$ cat config.mk
export PLATFORM = sky130hd
export DESIGN_NAME = phase_slope_limiter
export DESIGN_NICKNAME = d
export VERILOG_FILES = /design/src/rtl/phase_slope_pkg.sv /design/src/rtl/pslim_ctrl.sv /design/src/rtl/pslim_datapath.sv /design/src/rtl/phase_slope_limiter.sv
export SDC_FILE = /design/constraint.sdc
export NUM_CORES = 1
export LEC_CHECK = 0
export ABC_CLOCK_PERIOD_IN_PS = 12800
export BUFFER_PORTS_ARGS = -buffer_cell sky130_fd_sc_hd__buf_2
export CAP_MARGIN = 20
export CELL_PAD_IN_SITES_DETAIL_PLACEMENT = 0
export CELL_PAD_IN_SITES_GLOBAL_PLACEMENT = 1
export CORE_MARGIN = 2
export CORE_UTILIZATION = 25
export DETAILED_ROUTE_END_ITERATION = 16
export PLACE_DENSITY = 0.5
export SLEW_MARGIN = 15
export SYNTH_ARGS = -nofsm -noshare
export SYNTH_HDL_FRONTEND = slang
export SYNTH_SLANG_ARGS = --single-unit
$ cat constraint.sdc
create_clock -name clk -period 12.8 [get_ports clk]
set_clock_uncertainty 0.05 [all_clocks]
set_input_delay 3.84 -clock clk [delete_from_list [all_inputs] [get_ports clk]]
set_output_delay 3.84 -clock clk [all_outputs]
set_load 0.005 [all_outputs]
$ cat src/rtl/phase_slope_pkg.sv
package phase_slope_pkg;
  // strobes from control to datapath
  typedef struct packed {
    logic frameTick;
    logic eventLoad;
  } ctrlStb_t;
endpackage

$ cat src/rtl/pslim_ctrl.sv
module pslim_ctrl
  import phase_slope_pkg::*;
(
  input  logic     clk,
  input  logic     rstN,
  input  logic     frameStb,
  input  logic     eventStb,
  input  logic     stepIsZero,
  input  logic     resNonZero,
  output ctrlStb_t stb,
  output logic     busy
);
  // a zero step carries no offset: do not load it
  always_comb begin
    stb.frameTick = frameStb;
    stb.eventLoad = eventStb && !stepIsZero;
  end

  assign busy = resNonZero;

  // when idle and nothing arrives, stay idle
  a_r6_idle_stays_idle: assert property (@(posedge clk) disable iff (!rstN)
    (!busy && !eventStb) |=> !busy);

  // a zero step never reaches the datapath
  a_r9_zero_step_dropped: assert property (@(posedge clk) disable iff (!rstN)
    (eventStb && stepIsZero) |-> !stb.eventLoad);
endmodule

$ cat src/rtl/pslim_datapath.sv
module pslim_datapath
  import phase_slope_pkg::*;
#(
  parameter int STEP_W    = 12,
  parameter int ACC_W     = 20,
  parameter int MAX_SLOPE = 5,
  parameter int MAX_PEND  = 200,
  localparam int RES_W    = $clog2(MAX_PEND + 1) + 1,
  localparam int CORR_W   = $clog2(MAX_SLOPE + 1) + 1
) (
  input  logic                     clk,
  input  logic                     rstN,
  input  ctrlStb_t                 stb,
  input  logic signed [STEP_W-1:0] stepIn,
  output logic signed [CORR_W-1:0] corrOut,
  output logic signed [ACC_W-1:0]  accumOut,
  output logic                     resNonZero,
  output logic                     clampFlag
);
  localparam int SUM_W = ((STEP_W > RES_W) ? STEP_W : RES_W) + 1;
  localparam logic signed [SUM_W-1:0] PEND_S = SUM_W'(MAX_PEND);
  localparam logic signed [RES_W-1:0] PEND_R = RES_W'(MAX_PEND);
  localparam logic [RES_W-1:0]        SLOPE_R = RES_W'(MAX_SLOPE);

  logic signed [RES_W-1:0] residual;
  logic [RES_W-1:0]        resAbs;
  logic [RES_W-1:0]        sliceMag;
  logic signed [RES_W-1:0] slice;
  logic signed [RES_W-1:0] afterFrame;
  logic signed [SUM_W-1:0] sum;
  logic                    overPos;
  logic                    overNeg;
  logic signed [RES_W-1:0] resNext;

  // slice released this frame: residual limited to the slope bound
  always_comb begin
    resAbs   = residual[RES_W-1] ? RES_W'(-residual) : RES_W'(residual);
    sliceMag = (resAbs > SLOPE_R) ? SLOPE_R : resAbs;
    slice    = residual[RES_W-1] ? -$signed(sliceMag) : $signed(sliceMag);
  end

  // frame slice first, then the event is added and saturated
  always_comb begin
    afterFrame = stb.frameTick ? (residual - slice) : residual;
    sum        = SUM_W'(afterFrame) + SUM_W'(stepIn);
    overPos    = sum > PEND_S;
    overNeg    = sum < -PEND_S;
    if (!stb.eventLoad)  resNext = afterFrame;
    else if (overPos)    resNext = PEND_R;
    else if (overNeg)    resNext = -PEND_R;
    else                 resNext = RES_W'(sum);
  end

  always_ff @(posedge clk) begin
    if (!rstN) begin
      residual  <= '0;
      corrOut   <= '0;
      accumOut  <= '0;
      clampFlag <= 1'b0;
    end else begin
      residual <= resNext;
      if (stb.frameTick) begin
        corrOut  <= CORR_W'(slice);
        accumOut <= accumOut + ACC_W'(slice);
      end
      if (stb.eventLoad && (overPos || overNeg)) clampFlag <= 1'b1;
    end
  end

  assign resNonZero = (residual != '0);

  // residual plus accumulated offset is conserved by a frame step
  logic signed [ACC_W-1:0] ledger;
  assign ledger = accumOut + ACC_W'(residual);


  a_r3_frame_conserves: assert property (@(posedge clk) disable iff (!rstN)
    (stb.frameTick && !stb.eventLoad) |=> $stable(ledger));


  a_r8_slope_bound: assert property (@(posedge clk) disable iff (!rstN)
    (corrOut <= CORR_W'(MAX_SLOPE)) && (corrOut >= -CORR_W'(MAX_SLOPE)));


  a_r4_pend_bound: assert property (@(posedge clk) disable iff (!rstN)
    (residual <= PEND_R) && (residual >= -PEND_R));


  a_r7_clamp_sticky: assert property (@(posedge clk) disable iff (!rstN)
    clampFlag |=> clampFlag);

  // correction only moves on a frame strobe
  a_r2_corr_held: assert property (@(posedge clk) disable iff (!rstN)
    !stb.frameTick |=> $stable(corrOut) && $stable(accumOut));

  // no strobe, no change to the residual
  a_r9_quiet_residual: assert property (@(posedge clk) disable iff (!rstN)
    (!stb.frameTick && !stb.eventLoad) |=> $stable(residual));
endmodule

$ cat src/rtl/phase_slope_limiter.sv
module phase_slope_limiter
  import phase_slope_pkg::*;
#(
  parameter int STEP_W    = 12,
  parameter int ACC_W     = 20,
  parameter int MAX_SLOPE = 5,
  parameter int MAX_PEND  = 200,
  localparam int CORR_W   = $clog2(MAX_SLOPE + 1) + 1
) (
  input  logic                     clk,
  input  logic                     rstN,
  input  logic                     frameStb,
  input  logic                     eventStb,
  input  logic signed [STEP_W-1:0] stepIn,
  output logic signed [CORR_W-1:0] corrOut,
  output logic signed [ACC_W-1:0]  accumOut,
  output logic                     busy,
  output logic                     clampFlag
);
  ctrlStb_t stb;
  logic     resNonZero;
  logic     stepIsZero;

  assign stepIsZero = (stepIn == '0);

  pslim_ctrl ctrl_i (
    .clk        (clk),
    .rstN       (rstN),
    .frameStb   (frameStb),
    .eventStb   (eventStb),
    .stepIsZero (stepIsZero),
    .resNonZero (resNonZero),
    .stb        (stb),
    .busy       (busy)
  );

  pslim_datapath #(
    .STEP_W    (STEP_W),
    .ACC_W     (ACC_W),
    .MAX_SLOPE (MAX_SLOPE),
    .MAX_PEND  (MAX_PEND)
  ) dp_i (
    .clk        (clk),
    .rstN       (rstN),
    .stb        (stb),
    .stepIn     (stepIn),
    .corrOut    (corrOut),
    .accumOut   (accumOut),
    .resNonZero (resNonZero),
    .clampFlag  (clampFlag)
  );
endmodule

==> summary.md <==
| Metric | Value |
|---|---|
| Crit Path Category | input pin to register |
| Setup Viol. Count Final | 0 |
| Share of layout cells above drive strength 1 | 11.95% |
| Antenna violations before repair | 0 |
| Pre-antenna DRT Iters | 4 |
| Ys Warns | 0 |
| Dpl cells | 699 |
| Rel. slew slack | 38.76% |
| Post-synthesis xor/xnor area fraction | 4.571% |
| # H-tree levels | 2 |
| Compound-Gate Fraction of Synth Area | around a quarter |
| Multi-input gate area in the final layout | 2912 µm² |
| Unique masters post-synth | 66 |
| Cell count after synthesis | 484 |
| Final TNS setup | 0 ns |
| GR Util All Layers | 13.67% |
| Worst-Margin Slew | 0.9152 ns |
| First-pass GRT wire length | ~18000 µm |
| EDFF count, synth | 0 |
| WHS | between 0.4 and 0.5 ns |
| Final Wtd Congestion | ~0.79 |
| CTS sink cnt | 34 |
| Slew Limit Fails | 0 |
| Outcome | finished clean |
| Post-cts resize count | 0 |
| Cell Pwr Density | 309.5 nW/µm² |
| Clock Tree Buf Depth | 2 |
| Core Box Area | 15090 µm² |
| Nets@finish | ~580 |
| Final Instance Area | 4338 µm² |
| Setup ws final | roughly 5.2 ns |
| Post-route ant nets | 0 |
| Ys flop type | dfxtp_1 |
| Mux share of post-synthesis cell area | 4.473% |
| P_leak | 1.968 nW |
| DPL Wire Length | between 8000 and 9000 µm |
| Cell Area, Placed | 4175 µm² |
| Worst Setup Start Kind | input pin |
| Crit path required time | 12.92 ns |
| Fillers | 1678 |
| Via Count | 3599 |
| Dpl ws | 4.995 ns |
| Hold Crit Class | register to register |
| Sequential fraction of the synthesis area | between 10% and 20% |
| Seq cells post-synth | 34 |
| Highest clock rate | 132.2 MHz |
| Number of global-route vias before repair | 3472 |
| MaxCap Viol Count | 0 |
| Non-filler cells in the finished layout | 707 |
| Final Hold Vio Count | 0 |
| I/O pin cnt | 42 |
| Vias per cell | slightly above 5 |
| Die X | roughly 130 µm |
| CP endpoint kind | register |
| RSZ-0062 raised after global routing | false |
| Max Fanout on Critical Path | 44 |
| Post-layout min period | 7.565 ns |
| IO buf count | 41 |
| Clock Latency Late Sink | 0.29 ns |
| Syn_area_per_cell | 7.918 µm² |
| Inserted Diodes | 0 |
| CTS Hold Buffers Added | 0 |
| GRT overflow | 0 |
| Clock-pin slew on the worst setup and hold paths | approximately 0.06 ns |
| Die area | between 15000 and 20000 µm² |
| Peak supply drop | 0.09833 mV |
| Die span in y | 127.8 µm |
| Setup Fix Bufs, Post-CTS | 0 |
| CP arrival | 7.69 ns |
| Synth Area in Simple Gates | 25.60% |
| Drt total wl | 10800 µm |
| FF+latch area | between 600 and 700 µm² |
| DRC viols | 0 |
| Layout area overhead | 13.19% |
| Netlist Area Pre-Place | 3832 µm² |
| CTS tree | done |
| Initial Util | between 20% and 30% |
| Post-Synth Adder-Cell Area | ~15% |
| Largest net degree at the start of global routing | 45 |
| CTS Buf Count | 5 |
| Initial DRC Count | 181 |
| Largest family of logic cells by synthesized area | compound AO/OA/AOI/OAI gates |
| Ys async rst share | 0% |
| Synth Net Count | 543 |
| Final Power | 1.343 mW |
| Period utilization | 59.10% |
| Row cnt | 45 |
| Wire per inst | between 15 and 20 µm |
| Util after Layout | between 20 and 30% |
| CTS root buf | clkbuf_16 |
## critical path, stage by stage
cell	delay (ns)
buf_2	0.08
buf_4	0.45
inv_1	0.40
o31ai_1	0.63
ha_1	0.38
inv_1	0.13
o21ai_0	0.14
o21bai_1	0.33
o2111ai_1	0.18
a211oi_1	0.41
nand3b_1	0.22
a211o_1	0.34
o211a_1	0.12
## area by class of cell
cell class | instances | area share [%]
Multi-Input combinational cell | 406 | 67.12
Clock inverter | 1 | 0.6922
Sequential cell | 34 | 15.69
Inverter | 29 | 3.115
Timing Repair Buffer | 42 | 4.903
Clock buffer | 7 | 3.057
Tap cell | 188 | 5.423
## routing by layer
layer  part of all wire (%)  track usage (%)  wire length [µm]  vias to the layer above
li1                       -                -                 -                     1874
met1                     52            19.53              5612                     1666
met2                     44            21.48              4746                       50
met3                    2.8            2.462               306                        9
met4                    1.2            2.909               129                        0
met5                      0                0                 0                        -
## flip-flops by register name, indices dropped and copies added, names as in the netlist
signal	cells
dp_i.corrOut	4
dp_i.clampFlag	1
dp_i.residual	9
dp_i.accumOut	20
## power breakdown
group	switching (mW)	internal [mW]
logic	0.577	0.430
registers	0.0493	0.144
clock network	0.0494	0.0922
total	0.676	0.667
## final timing paths
| check | depth (start not counted) | start | to | slack (ns) |
|---|---|---|---|---|
| hold / removal | 1 | dp_i.corrOut[1] | dp_i.corrOut[1] | 0.43 |
| setup / recovery | 13 | frameStb | dp_i.residual[3] | 5.23 |
| setup reg to reg | 29 | dp_i.residual[1] | dp_i.residual[3] | 5.33 |
| hold reg to reg | 1 | dp_i.corrOut[1] | dp_i.corrOut[1] | 0.43 |
## synth_stat cells (7+ instances only)
| library cell | number | area share [%] |
|---|---|---|
| o21a_1 | 10 | 2.0 |
| inv_1 | 27 | 2.6 |
| ha_1 | 40 | 13 |
| nor3_1 | 16 | 2.1 |
| o31ai_1 | 7 | 1.4 |
| nand3b_1 | 7 | 1.4 |
| nor2b_1 | 22 | 3.6 |
| a31oi_1 | 9 | 1.5 |
| nand2_1 | 29 | 2.8 |
| nor2_1 | 37 | 3.6 |
| nand3_1 | 12 | 1.6 |
| a21oi_1 | 40 | 5.2 |
| xnor2_1 | 14 | 3.2 |
| o211a_1 | 8 | 2.1 |
| nand2b_1 | 7 | 1.1 |
| mux2i_1 | 16 | 4.2 |
| clkbuf_1 | 9 | 0.88 |
| a211oi_1 | 7 | 1.4 |
| a21o_1 | 12 | 2.4 |
| o21ai_0 | 21 | 2.7 |
| o211ai_1 | 7 | 1.4 |
| dfxtp_1 | 34 | 18 |
## layout by cell type, fill, tap and decap left out, types with 8 or more instances in the layout
cell	Yosys	routed
a21o_1	12	12
a21oi_1	40	40
a31oi_1	9	9
buf_2	0	41
dfxtp_1	34	34
ha_1	40	40
inv_1	27	27
mux2i_1	16	16
nand2_1	29	29
nand3_1	12	12
nor2_1	37	37
nor2b_1	22	22
nor3_1	16	16
o211a_1	8	8
o21a_1	10	10
o21ai_0	21	21
xnor2_1	14	14
## kinds of logic (layout without fill, tap and decap cells)
kind of cell	Yosys count	after routing
and+or+nand+nor	175	175
AOI/OAI and AO/OA	151	151
buffers and inverters	44	79
adders and majority gates	43	43
DFF	34	34
xor gates and xnor gates	20	20
muxes	17	17
No activity file was read; power rests on OpenSTA's default activity.
